`config.mk`:
```
export PLATFORM = sky130hd
export DESIGN_NAME = out_summer_fmt
export DESIGN_NICKNAME = d
export VERILOG_FILES = /design/src/rtl/ose_pkg.sv /design/src/rtl/ose_lane_sum.sv /design/src/rtl/ose_sat.sv /design/src/rtl/ose_phase.sv /design/src/rtl/out_summer_fmt.sv
export SDC_FILE = /design/constraint.sdc
export NUM_CORES = 1
export LEC_CHECK = 0
export CAP_MARGIN = 20
export CELL_PAD_IN_SITES_DETAIL_PLACEMENT = 1
export CELL_PAD_IN_SITES_GLOBAL_PLACEMENT = 1
export CORE_MARGIN = 10
export CORE_UTILIZATION = 48
export CTS_CLUSTER_DIAMETER = 150
export DETAILED_ROUTE_END_ITERATION = 10
export DONT_BUFFER_PORTS = 1
export PLACE_DENSITY = 0.92
export SLEW_MARGIN = 10
export SYNTH_ARGS = -nofsm -noshare
export SYNTH_HDL_FRONTEND = slang
export SYNTH_SLANG_ARGS = --single-unit
```
`constraint.sdc`:
```
create_clock -name clk_i -period 1.8 [get_ports clk_i]
set_input_delay 0.18 -clock clk_i [delete_from_list [all_inputs] [get_ports clk_i]]
set_output_delay 0.18 -clock clk_i [all_outputs]
set_load 0.05 [all_outputs]
```
`src/rtl/ose_pkg.sv`:
```
package ose_pkg;
  typedef enum logic [1:0] {
    MODE_SPLIT = 2'd0,
    MODE_CASC  = 2'd1,
    MODE_MUX   = 2'd2,
    MODE_FULL  = 2'd3
  } ose_mode_e;
endpackage

```
`src/rtl/ose_lane_sum.sv`:
```
module ose_lane_sum #(
  parameter int N  = 2,
  parameter int W  = 20,
  parameter int SW = 24
) (
  input  logic [N*W-1:0]         d_i,
  output logic signed [SW-1:0]   s_o
);
  logic signed [SW-1:0] ext [N];

  for (genvar k = 0; k < N; k++) begin : g_ext
    assign ext[k] = {{(SW-W){d_i[k*W+W-1]}}, d_i[k*W +: W]};
  end

  always_comb begin
    s_o = '0;
    for (int k = 0; k < N; k++) s_o = s_o + ext[k];
  end
endmodule

```
`src/rtl/ose_sat.sv`:
```
module ose_sat #(
  parameter int IW = 24,
  parameter int OW = 20
) (
  input  logic signed [IW-1:0] d_i,
  output logic [OW-1:0]        q_o
);
  localparam logic signed [IW-1:0] MAXV = IW'((64'sd1 <<< (OW-1)) - 64'sd1);
  localparam logic signed [IW-1:0] MINV = -MAXV - IW'(1);

  always_comb begin
    if (d_i > MAXV)      q_o = MAXV[OW-1:0];
    else if (d_i < MINV) q_o = MINV[OW-1:0];
    else                 q_o = d_i[OW-1:0];
  end
endmodule

```
`src/rtl/ose_phase.sv`:
```
// Muxed-mode slot: 0 = I, 1 = Q; parked at I outside the mode.
module ose_phase (
  input  logic clk_i,
  input  logic rst_ni,
  input  logic run_i,
  output logic ph_o
);
  always_ff @(posedge clk_i or negedge rst_ni) begin
    if (!rst_ni)     ph_o <= 1'b0;
    else if (run_i)  ph_o <= ~ph_o;
    else             ph_o <= 1'b0;
  end
endmodule

```
`src/rtl/out_summer_fmt.sv`:
```
module out_summer_fmt
  import ose_pkg::*;
#(
  parameter int N_CH = 4,
  parameter int W    = 20
) (
  input  logic              clk_i,
  input  logic              rst_ni,
  input  logic [1:0]        mode_i,
  input  logic [N_CH*W-1:0] ch_i_i,
  input  logic [N_CH*W-1:0] ch_q_i,
  input  logic [W-1:0]      aux_i_i,
  input  logic [W-1:0]      aux_q_i,
  output logic [W-1:0]      out_a_o,
  output logic [W-1:0]      out_b_o,
  output logic [W-1:0]      aux_i_o,
  output logic [W-1:0]      aux_q_o,
  output logic              aux_oe_o,
  output logic              i_strb_o
);
  localparam int LO = N_CH / 2;
  localparam int HI = N_CH - LO;
  localparam int SW = W + $clog2(N_CH + 1) + 1;

  ose_mode_e mode;
  assign mode = ose_mode_e'(mode_i);

  logic              casc;
  assign casc = (mode == MODE_CASC);

  // path 0 = I, path 1 = Q
  logic [N_CH*W-1:0]    ch   [2];
  logic [W-1:0]         aux  [2];
  logic signed [SW-1:0] lo_s [2];
  logic signed [SW-1:0] hi_s [2];
  logic signed [SW-1:0] fu_s [2];
  logic [W-1:0]         lo_q [2];
  logic [W-1:0]         hi_q [2];
  logic [W-1:0]         fu_q [2];

  assign ch[0]  = ch_i_i;
  assign ch[1]  = ch_q_i;
  assign aux[0] = aux_i_i;
  assign aux[1] = aux_q_i;

  for (genvar p = 0; p < 2; p++) begin : g_path
    logic signed [SW-1:0] cas_s;

    ose_lane_sum #(.N(LO), .W(W), .SW(SW)) u_lo (
      .d_i(ch[p][LO*W-1:0]), .s_o(lo_s[p]));
    ose_lane_sum #(.N(HI), .W(W), .SW(SW)) u_hi (
      .d_i(ch[p][N_CH*W-1:LO*W]), .s_o(hi_s[p]));

    assign cas_s   = casc ? {{(SW-W){aux[p][W-1]}}, aux[p]} : '0;
    assign fu_s[p] = lo_s[p] + hi_s[p] + cas_s;

    ose_sat #(.IW(SW), .OW(W)) u_sat_lo (.d_i(lo_s[p]), .q_o(lo_q[p]));
    ose_sat #(.IW(SW), .OW(W)) u_sat_hi (.d_i(hi_s[p]), .q_o(hi_q[p]));
    ose_sat #(.IW(SW), .OW(W)) u_sat_fu (.d_i(fu_s[p]), .q_o(fu_q[p]));
  end

  logic ph;
  ose_phase u_phase (
    .clk_i (clk_i),
    .rst_ni(rst_ni),
    .run_i (mode == MODE_MUX),
    .ph_o  (ph)
  );

  logic [W-1:0] a_d, b_d, c_d, d_d, mx;
  logic         strb_d;

  assign mx = ph ? fu_q[1] : fu_q[0];

  always_comb begin
    a_d = fu_q[0];
    b_d = fu_q[1];
    c_d = fu_q[0];
    d_d = fu_q[1];
    strb_d = 1'b0;
    unique case (mode)
      MODE_SPLIT: begin
        a_d = lo_q[0]; b_d = lo_q[1]; c_d = hi_q[0]; d_d = hi_q[1];
      end
      MODE_CASC: begin
        c_d = '0; d_d = '0;
      end
      MODE_MUX: begin
        a_d = mx; b_d = mx; c_d = mx; d_d = mx;
        strb_d = ~ph;
      end
      default: ;
    endcase
  end

  always_ff @(posedge clk_i or negedge rst_ni) begin
    if (!rst_ni) begin
      out_a_o  <= '0;
      out_b_o  <= '0;
      aux_i_o  <= '0;
      aux_q_o  <= '0;
      i_strb_o <= 1'b0;
    end else begin
      out_a_o  <= a_d;
      out_b_o  <= b_d;
      aux_i_o  <= c_d;
      aux_q_o  <= d_d;
      i_strb_o <= strb_d;
    end
  end

  // pads turn around with the mode so an upstream driver never contends
  assign aux_oe_o = ~casc;
endmodule

```
==> impl_table.tex, run 1 <==
\begin{tabular}{lr}
\hline
Metric & Value \\
\hline
\multicolumn{2}{l}{\textbf{Synth}} \\
\quad Post-synthesis area per instance & between 7 and 8 µm² \\
\quad Count of cell types in the netlist & 93 \\
\quad Register bit total from synthesis & 81 \\
\quad Number of enable flip-flop cells after synthesis & 0 \\
\quad Share of the synthesized area in the top cell type & 17.0\% \\
\quad Post-synth top area cell & sky130\_fd\_sc\_hd\_\_ha\_1 \\
\quad Share of flip-flops with an asynchronous set or reset after synthesis & 100\% \\
\quad Most used standard cells in the synthesized netlist & sky130\_fd\_sc\_hd\_\_ha\_1 (165), sky130\_fd\_sc\_hd\_\_o21ai\_0 (136), sky130\_fd\_sc\_hd\_\_nor2\_1 (129) \\
\quad Post-Synthesis Cell Area & 12100 µm² \\
\quad Dominant synthesized flop cell & sky130\_fd\_sc\_hd\_\_dfrtp\_1 \\
\quad Number of warnings printed during yosys synthesis & 0 \\
\quad Synthesized netlist cell count & 1562 \\
\quad Top-count cell post-synth & sky130\_fd\_sc\_hd\_\_ha\_1 \\
\quad Largest cells by area after synthesis & sky130\_fd\_sc\_hd\_\_ha\_1 (17\%), sky130\_fd\_sc\_hd\_\_dfrtp\_1 (17\%), sky130\_fd\_sc\_hd\_\_xnor2\_1 (7.5\%), sky130\_fd\_sc\_hd\_\_o21ai\_0 (5.6\%), sky130\_fd\_sc\_hd\_\_a21oi\_1 (5.2\%) \\
\quad Synth Net Count & 1939 \\
\quad Sequential element share of the synthesized area & 16.7\% \\
\multicolumn{2}{l}{\textbf{Clock network}} \\
\quad Postcts setup bufs & between 60 and 70 \\
\quad Post-CTS resize count & roughly 270 \\
\quad Buffer type at the clock tree root & sky130\_fd\_sc\_hd\_\_clkbuf\_16 \\
\quad H-Tree Level Count & 3 \\
\quad \# clock sinks & 81 \\
\quad Post-cts hold buffer count & 2 \\
\quad Number of buffers added by the clock tree synthesis step & 9 \\
\quad Clock buffer depth & 2 \\
\multicolumn{2}{l}{\textbf{Die}} \\
\quad Vertical die dimension & 179 µm \\
\quad Die width & roughly 180 µm \\
\quad Top-Level Pins & between 200 and 300 \\
\quad Core Rows & 58 \\
\quad Initial core utilization & 48.5\% \\
\multicolumn{2}{l}{\textbf{Placed design}} \\
\quad DP HPWL & slightly below 60000 µm \\
\quad Final RePlAce weighted congestion & about 1.0 \\
\quad I/O Buffers & 0 \\
\multicolumn{2}{l}{\textbf{Run status}} \\
\quad Error message & [ERROR DPL-0033] detailed placement checks failed during check placement. \\
\quad Last stage reached & 4\_1\_cts \\
\quad Result of the run & did not finish \\
\hline
\end{tabular}
## stage by stage
step	cells	setup TNS, ps	worst slack [ps]	instance area [µm²]	utilization (%)
floorplan	1562	-312420	-3990	12400	-
global placement	2400	-346950	-4480	16800	66.9
detailed placement	2400	-403790	-5260	16800	66.9
## cells by family after synthesis
kind of cell	count (synthesis)	synth area share, %
compound gates	530	29.5
xor+xnor	142	10.2
fa+ha+maj	178	18.8
buf+inv	112	3.55
flops	81	16.7
mux	2	0.175
simple gates	517	21.1
==> run 2: changes to the inputs <==
CELL_PAD_IN_SITES_DETAIL_PLACEMENT = not set   (was 1)
CELL_PAD_IN_SITES_GLOBAL_PLACEMENT = not set   (was 1)
CORE_UTILIZATION = 40   (was 48)
CTS_CLUSTER_DIAMETER = not set   (was 150)
PLACE_DENSITY = not set   (was 0.92)
PLACE_DENSITY_LB_ADDON = 0.15   (was not set)
==> impl_table.tex, run 2 <==
\begin{tabular}{lr}
\hline
Metric & Value \\
\hline
\multicolumn{2}{l}{\textbf{Detailed routing}} \\
\quad Uppermost metal layer occupied by signal nets & met4 \\
\quad Wire length per cell after detailed routing & about 20 µm \\
\quad Via total after detailed routing & $\sim$14000 \\
\quad Wire length the detailed router placed on met1 & 23000 µm \\
\quad Starting DRT DRC Count & 825 \\
\quad Met3 wire len & approximately 3900 µm \\
\quad Final wirelength & around 52000 µm \\
\quad Met2 routed wirelength & 24400 µm \\
\quad Number of iterations in the first detailed-routing pass & 6 \\
\quad Vias per cell & approximately 5.5 \\
\quad DRC violations left & 0 \\
\quad Antenna Violating Nets Remaining & 0 \\
\multicolumn{2}{l}{\textbf{Placed design}} \\
\quad DP HPWL & 42100 µm (-27\%) \\
\quad Final RePlAce weighted congestion & 0.948 (-4.8\%) \\
\quad Total instance count after detailed placement & 2499 (+4.1\%) \\
\quad I/O Buffers & 0 (unchanged) \\
\multicolumn{2}{l}{\textbf{Worst setup path}} \\
\quad Required time of the worst setup path & 2000 ps \\
\quad Delay of the slowest cell on the worst path & 440 ps \\
\quad Kind of end point of the critical path & flip-flop \\
\quad Slowest cell on crit path & sky130\_fd\_sc\_hd\_\_o41a\_1 \\
\quad Startpoint of the worst-slack reg-to-reg timing path & i\_strb\_o \\
\quad Number of cells on the worst reg-to-reg path & 8 \\
\quad Worst path most repeated cell & sky130\_fd\_sc\_hd\_\_ha\_4 \\
\quad Worst setup slack for register-to-register paths & -10 ps \\
\quad Crit start category & input port \\
\quad Maximum fanout along the worst path & 6 \\
\quad Worst Setup Path Type & input port to flip-flop \\
\quad Endpoint of the worst register-to-register path & out\_b\_o[16] \\
\quad Worst Path Arrival & 6160 ps \\
\multicolumn{2}{l}{\textbf{Die}} \\
\quad Core Box Area & 29800 µm² \\
\quad Core Rows & 63 (+8.6\%) \\
\quad Initial core utilization & 40.7\% (-7.7 points) \\
\quad Vertical die dimension & 194 µm (+8.5\%) \\
\quad Top-Level Pins & 286 (unchanged) \\
\quad Area enclosed by the die boundary & 37700 µm² \\
\quad Die width & 194 µm (+8.5\%) \\
\multicolumn{2}{l}{\textbf{Synth}} \\
\quad Synth Net Count & 1939 (unchanged) \\
\quad Synthesized netlist cell count & 1562 (unchanged) \\
\quad Top-count cell post-synth & sky130\_fd\_sc\_hd\_\_ha\_1 \\
\quad Most used standard cells in the synthesized netlist & sky130\_fd\_sc\_hd\_\_ha\_1 (165), sky130\_fd\_sc\_hd\_\_o21ai\_0 (136), sky130\_fd\_sc\_hd\_\_nor2\_1 (129) \\
\quad Largest cells by area after synthesis & sky130\_fd\_sc\_hd\_\_ha\_1 (17\%), sky130\_fd\_sc\_hd\_\_dfrtp\_1 (17\%), sky130\_fd\_sc\_hd\_\_xnor2\_1 (7.5\%), sky130\_fd\_sc\_hd\_\_o21ai\_0 (5.6\%), sky130\_fd\_sc\_hd\_\_a21oi\_1 (5.2\%) \\
\quad Share of the synthesized area in the top cell type & 17.0\% (unchanged) \\
\quad Post-Synthesis Cell Area & 12100 µm² (unchanged) \\
\quad Register bit total from synthesis & 81 (unchanged) \\
\quad Sequential element share of the synthesized area & 16.7\% (unchanged) \\
\quad Dominant synthesized flop cell & sky130\_fd\_sc\_hd\_\_dfrtp\_1 \\
\quad Share of flip-flops with an asynchronous set or reset after synthesis & 100\% (unchanged) \\
\quad Post-synth top area cell & sky130\_fd\_sc\_hd\_\_ha\_1 \\
\quad Number of warnings printed during yosys synthesis & 0 (unchanged) \\
\quad Count of cell types in the netlist & 93 (unchanged) \\
\quad Number of enable flip-flop cells after synthesis & 0 (unchanged) \\
\quad Post-synthesis area per instance & 7.77 µm² (unchanged) \\
\multicolumn{2}{l}{\textbf{Clock network}} \\
\quad Clock buffer depth & 2 (unchanged) \\
\quad CTS tree & built \\
\quad Post-cts hold buffer count & 4 (+2) \\
\quad Clock latency reported for the late side of the worst-skew pair & roughly 350 ps \\
\quad H-Tree Level Count & 3 (unchanged) \\
\quad Worst-path clk slew & 70 ps \\
\quad Number of buffers added by the clock tree synthesis step & 9 (unchanged) \\
\quad \# clock sinks & 81 (unchanged) \\
\quad Buffer type at the clock tree root & sky130\_fd\_sc\_hd\_\_clkbuf\_16 \\
\multicolumn{2}{l}{\textbf{Timing}} \\
\quad Final number of max-transition violations & 0 \\
\quad Min Clock Period, post-route & 5950 ps \\
\quad Setup clock skew after layout & 5.74 ps \\
\quad Hold slack & -481 ps \\
\quad Timing-limited maximum frequency & around 170 MHz \\
\quad Total negative slack for setup checks & -322190 ps \\
\quad Final number of setup-violating endpoints & 80 \\
\quad Transition time at the pin with the least slew margin & 882 ps \\
\quad Final critical-path share of the clock period & 331\% \\
\quad Tightest slew margin relative to the limit & 40.5\% \\
\quad Hold Violations, Final & 81 \\
\quad RSZ-0062 raised after global routing & true \\
\quad Final critical-path setup slack & -4150 ps \\
\multicolumn{2}{l}{\textbf{Min path}} \\
\quad Hold Crit Class & input port to asynchronous set/reset pin \\
\multicolumn{2}{l}{\textbf{Final layout}} \\
\quad Synthesis-to-finish area growth & 61.5\% \\
\quad Number of non-filler instances in the completed layout & $\sim$2600 \\
\quad Most common cell after layout, fill and taps aside & sky130\_fd\_sc\_hd\_\_buf\_4 \\
\quad Net count reported at finish & 2579 \\
\quad Number of filler cells placed in the layout & 2545 \\
\quad Combined area of the multi-input logic cells & 11300 µm² \\
\quad Register area & approximately 2000 µm² \\
\quad Commonest cells after routing, fill and taps aside & sky130\_fd\_sc\_hd\_\_buf\_4 (621), sky130\_fd\_sc\_hd\_\_ha\_1 (143), sky130\_fd\_sc\_hd\_\_nor2\_1 (115) \\
\quad Fraction of final layout cells sized beyond drive strength 1 & 43.5\% \\
\multicolumn{2}{l}{\textbf{Pwr}} \\
\quad Switching power as a share of total power & 51.4\% \\
\quad Total internal power & 16.4 mW \\
\quad Combinational Power Share & around 75\% \\
\quad Share of total power in sequential cells & 19.9\% \\
\quad Peak supply drop & 1.17 mV \\
\quad Proportion of power drawn by the clock network & 5.5\% \\
\quad Switch Pwr & approximately 17 mW \\
\quad Post-layout power & roughly 34 mW \\
\quad Static Leakage & about 9.5 nW \\
\quad P per Cell Area & 1720 nW/µm² \\
\multicolumn{2}{l}{\textbf{Global route}} \\
\quad Initial antenna violation count & 2 \\
\quad Overflow after GRT & 0 \\
\quad Overall track demand over capacity in global routing & 25.6\% \\
\quad First-pass GRT wire length & 78900 µm \\
\quad Number of global-route vias before repair & 14500 \\
\quad Pin count of the biggest net entering global routing & 82 \\
\multicolumn{2}{l}{\textbf{Job}} \\
\quad Max Cap Viol & 0 \\
\multicolumn{2}{l}{\textbf{Run status}} \\
\quad Result of the run & finished with violations \\
\quad Failing checks & negative hold slack, negative setup slack \\
\hline
\end{tabular}
==> run 2: power by group through the flow <==
stage | combinational [mW] | sequential (mW) | clock [mW]
final | 25.1 | 6.69 | 1.85
after global routing | 27.1 | 6.79 | 1.93
after CTS | 22.9 | 6.72 | 1.85
after detailed placement | 20.1 | 6.73 | 0
after global placement | 20.0 | 6.77 | 0
after floorplan | 11.5 | 6.26 | 0
==> run 2: worst max path at each step <==
stage | from | to | slack (ps) | cells after the start
finish | ch_i_i[0] | out_a_o[15] | -4150 | 31
global route | ch_i_i[40] | aux_q_o[12] | -4330 | 34
CTS | ch_i_i[0] | out_a_o[15] | -4040 | 32
detailed placement | ch_q_i[40] | out_a_o[0] | -4740 | 31
global placement | ch_q_i[41] | aux_q_o[4] | -4670 | 30
floorplan | ch_i_i[0] | out_b_o[13] | -3990 | 30
==> run 2: final cells by class <==
cell class,count,area share [%]
antenna,2,0.0255
inverter,68,1.30
clock buffer,9,1.15
clock inverter,7,0.313
multi-input combinational,1371,57.4
sequential,81,10.3
timing repair buffer,671,27.0
tap,390,2.49
==> run 2: cells by family after synthesis <==
logic type | count (synthesis) | share of synthesized area (%)
muxes | 2 | 0.175
and+or+nand+nor | 517 | 21.1
buffers and inverters | 112 | 3.55
DFF | 81 | 16.7
adders and majority gates | 178 | 18.8
AOI/OAI and AO/OA | 530 | 29.5
xor gates and xnor gates | 142 | 10.2
==> run 2: stage by stage <==
step	instance area, µm²	worst slack, ps	utilization [%]
after floorplan	12400	-3990	-
after global placement	17200	-4670	57.6
after detailed placement	17200	-4740	57.6
after CTS	18800	-4040	62.9
after global routing	19600	-4330	65.8
final	19600	-4150	65.8
==> run 2: critical path: cells and delay by family <==
family                     cells  cell delay [ps]
xor gates and xnor gates       3              590
AOI/OAI and AO/OA             11             2430
adders and majority gates      6             1690
and+or+nand+nor                7              720
buffers and inverters          4              540
==> run 2: repair_timing <==
action,in CTS,in global routing
pin swaps,103,82
buffers inserted,53,27
endpoints found under the hold margin,91,81
gates resized for setup,190,112
cloned,1,1
setup endpoints to repair,80,80
==> run 2: routing by layer <==
layer,vias to the layer above,global-route usage [%]
met5,-,0
met4,0,6.22
met3,59,6.24
met2,423,42.2
met1,6739,32.8
li1,7081,-
No activity file was read; power rests on OpenSTA's default activity.
==> run 3: changes to the inputs <==
clock period = 5 ns   (was 1.8 ns; I/O delays follow)
==> impl_table.tex, run 3 (synthesis results as in run 2) <==
\begin{tabular}{lr}
\hline
Metric & Value \\
\hline
\multicolumn{2}{l}{\textbf{Pwr}} \\
\quad Combinational Power Share & 72.6\% (-2.0 points) \\
\quad Static Leakage & 9.11 nW (-4.2\%) \\
\quad Share of total power in sequential cells & 20.5\% (+0.6 points) \\
\quad Total internal power & 5.72 mW (-65\%) \\
\quad P per Cell Area & 623 nW/µm² (-64\%) \\
\quad Switch Pwr & 6.01 mW (-65\%) \\
\quad Peak supply drop & 0.423 mV (-64\%) \\
\quad Switching power as a share of total power & 51.2\% (-0.13 points) \\
\quad Proportion of power drawn by the clock network & 6.9\% (+1.4 points) \\
\multicolumn{2}{l}{\textbf{Placed design}} \\
\quad Place WS & -1840 ps (+2900 ps) \\
\quad Final RePlAce weighted congestion & 0.957 (+1.0\%) \\
\quad Standard cell area after detailed placement & 16600 µm² (-3.5\%) \\
\quad DP HPWL & 41200 µm (-2.0\%) \\
\quad Total instance count after detailed placement & 2423 (-3.0\%) \\
\quad I/O Buffers & 0 (unchanged) \\
\multicolumn{2}{l}{\textbf{Worst setup path}} \\
\quad Worst Path Arrival & 6670 ps (+510 ps) \\
\quad Maximum fanout along the worst path & 6 (unchanged) \\
\quad Worst Setup Path Type & input port to flip-flop \\
\quad Delay of the slowest cell on the worst path & 430 ps (about the same) \\
\quad Slowest cell on crit path & sky130\_fd\_sc\_hd\_\_o41a\_1 \\
\quad Required time of the worst setup path & 5170 ps (+3170 ps) \\
\quad Crit start category & input port \\
\quad Kind of end point of the critical path & flip-flop \\
\multicolumn{2}{l}{\textbf{Timing}} \\
\quad Tightest slew margin relative to the limit & 35.3\% (-5.1 points) \\
\quad RSZ-0062 raised after global routing & true \\
\quad Final critical-path share of the clock period & 130\% \\
\quad Final number of setup-violating endpoints & 80 (unchanged) \\
\quad Transition time at the pin with the least slew margin & 970 ps (+87.8 ps) \\
\quad Hold Violations, Final & 0 (-100\%) \\
\quad Final critical-path setup slack & -1500 ps (+2660 ps) \\
\quad Final number of max-transition violations & 0 (unchanged) \\
\quad Timing-limited maximum frequency & 154 MHz \\
\quad Setup clock skew after layout & 9.21 ps (+3.47 ps) \\
\quad Total negative slack for setup checks & -107840 ps (+214350 ps) \\
\quad Min Clock Period, post-route & 6500 ps \\
\multicolumn{2}{l}{\textbf{Final layout}} \\
\quad Synthesis-to-finish area growth & 54.9\% \\
\quad Commonest cells after routing, fill and taps aside & sky130\_fd\_sc\_hd\_\_buf\_4 (549), sky130\_fd\_sc\_hd\_\_ha\_1 (150), sky130\_fd\_sc\_hd\_\_nor2\_1 (110) \\
\quad Number of filler cells placed in the layout & 2693 (+5.8\%) \\
\quad Fraction of final layout cells sized beyond drive strength 1 & 40.6\% (-2.8 points) \\
\quad Final non-filler cell area & 18800 µm² (-4.1\%) \\
\quad Utilization after layout & 63.1\% (-2.7 points) \\
\quad Net count reported at finish & 2497 (-3.2\%) \\
\quad Register area & 2030 µm² (unchanged) \\
\quad Number of non-filler instances in the completed layout & 2516 (-3.2\%) \\
\quad Combined area of the multi-input logic cells & 11000 µm² (-2.2\%) \\
\quad Most common cell after layout, fill and taps aside & sky130\_fd\_sc\_hd\_\_buf\_4 \\
\multicolumn{2}{l}{\textbf{Clock network}} \\
\quad Clock buffer depth & 2 (unchanged) \\
\quad \# clock sinks & 81 (unchanged) \\
\quad Buffer type at the clock tree root & sky130\_fd\_sc\_hd\_\_clkbuf\_16 \\
\quad Number of buffers added by the clock tree synthesis step & 9 (unchanged) \\
\quad H-Tree Level Count & 3 (unchanged) \\
\quad CTS tree & built \\
\quad Clock latency reported for the late side of the worst-skew pair & 340 ps (about the same) \\
\quad Worst-path clk slew & 70 ps (about the same) \\
\multicolumn{2}{l}{\textbf{Detailed routing}} \\
\quad Starting DRT DRC Count & 884 (+7.2\%) \\
\quad Number of iterations in the first detailed-routing pass & 5 (-1) \\
\quad Vias per cell & 5.58 (+1.3\%) \\
\quad Final wirelength & 50900 µm (-3.0\%) \\
\quad Wire length per cell after detailed routing & 20.2 µm (+0.20\%) \\
\quad DRC violations left & 0 (unchanged) \\
\quad Via total after detailed routing & 14000 (-1.9\%) \\
\quad Antenna Violating Nets Remaining & 0 (unchanged) \\
\multicolumn{2}{l}{\textbf{Global route}} \\
\quad Overflow after GRT & 0 (unchanged) \\
\quad First-pass GRT wire length & 77100 µm (-2.3\%) \\
\quad Pin count of the biggest net entering global routing & 82 (unchanged) \\
\quad Overall track demand over capacity in global routing & 25.2\% (-0.44 points) \\
\quad Number of global-route vias before repair & 13800 (-5.1\%) \\
\quad Initial antenna violation count & 3 (+1) \\
\multicolumn{2}{l}{\textbf{Die}} \\
\quad Vertical die dimension & 194 µm (unchanged) \\
\quad Top-Level Pins & 286 (unchanged) \\
\quad Area enclosed by the die boundary & 37700 µm² (unchanged) \\
\quad Die width & 194 µm (unchanged) \\
\quad Core Rows & 63 (unchanged) \\
\quad Initial core utilization & 40.7\% (unchanged) \\
\quad Core Box Area & 29800 µm² (unchanged) \\
\multicolumn{2}{l}{\textbf{Min path}} \\
\quad Hold Crit Class & input port to asynchronous set/reset pin \\
\multicolumn{2}{l}{\textbf{Run status}} \\
\quad Failing checks & negative setup slack \\
\quad Result of the run & finished with violations \\
\multicolumn{2}{l}{\textbf{Job}} \\
\quad Max Cap Viol & 0 (unchanged) \\
\hline
\end{tabular}
run 3: cell types whose count changed in the layout (fill, tap and decap cells not counted), sizes merged:
cell	before	now
nor2	131	130
inv	71	69
clkinvlp	2	1
dlygate4sd3	4	0
diode	2	1
bufinv	0	3
buf	667	590
run 3: path summary, 6_finish.rpt:
| path | from | to | slack, ps | cells past startpoint |
|---|---|---|---|---|
| worst max-delay path | ch_i_i[0] | out_a_o[11] | -1500 | 32 |
| worst min-delay path | rst_ni | aux_q_o[15] | 20 | 1 |
| worst max register to register | i_strb_o | out_a_o[1] | 2370 | 5 |
| worst min register to register | i_strb_o | out_a_o[19] | 1070 | 3 |
| max in group asynchronous | rst_ni | out_b_o[0] | 4600 | 1 |
| min in group clk_i | mode_i[0] | aux_q_o[19] | 250 | 1 |
run 3: worst max-delay path, delay by kind of cell:
| family | cells | cell delay (ps) |
|---|---|---|
| fa+ha+maj | 6 | 1740 |
| xor+xnor | 3 | 490 |
| simple gates | 8 | 1050 |
| buf+inv | 4 | 430 |
| compound gates | 11 | 2440 |
run 3: what timing repair did:
action                     CTS  global route
hold endpoints to repair    81             0
setup buffers               56            20
pin swaps                   70            78
setup endpoints to repair   80            80
resized for setup          175            96
cloned                       3             0
hold buffers                 1             0
run 3: area by class of cell:
class / count / share of cell area [%]
Multi-Input combinational cell: 1370 / 58.5
Timing Repair Buffer: 590 / 24.9
Sequential cell: 81 / 10.8
Tap cell: 390 / 2.59
Inverter: 68 / 1.36
Clock buffer: 9 / 1.20
Clock inverter: 7 / 0.672
Antenna cell: 1 / 0.0133
run 3: metal layers:
metal  vias up  part of all wire (%)  global-route usage [%]
li1       6892                     -                       -
met1      6707                    44                    32.5
met2       376                    47                    41.9
met3        56                   7.0                    6.14
met4         0                   2.0                    4.40
met5         -                     0                       0
run 3: stage by stage:
step / hold slack (ps) / total power [mW]
after floorplan: 204 / 6.39
after global placement: 207 / 9.44
after detailed placement: 207 / 9.45
after CTS: 56.4 / 11.2
after global routing: 63.6 / 12.5
final: 18.2 / 11.7
run 3: power groups by stage:
stage,Sequential [mW],Clock (mW),Combinational [mW]
3_3_place_gp,2.43,0,7.01
5_1_grt,2.44,0.843,9.23
2_1_floorplan,2.25,0,4.14
4_1_cts,2.42,0.813,7.99
6_report,2.40,0.810,8.51
3_5_place_dp,2.42,0,7.03
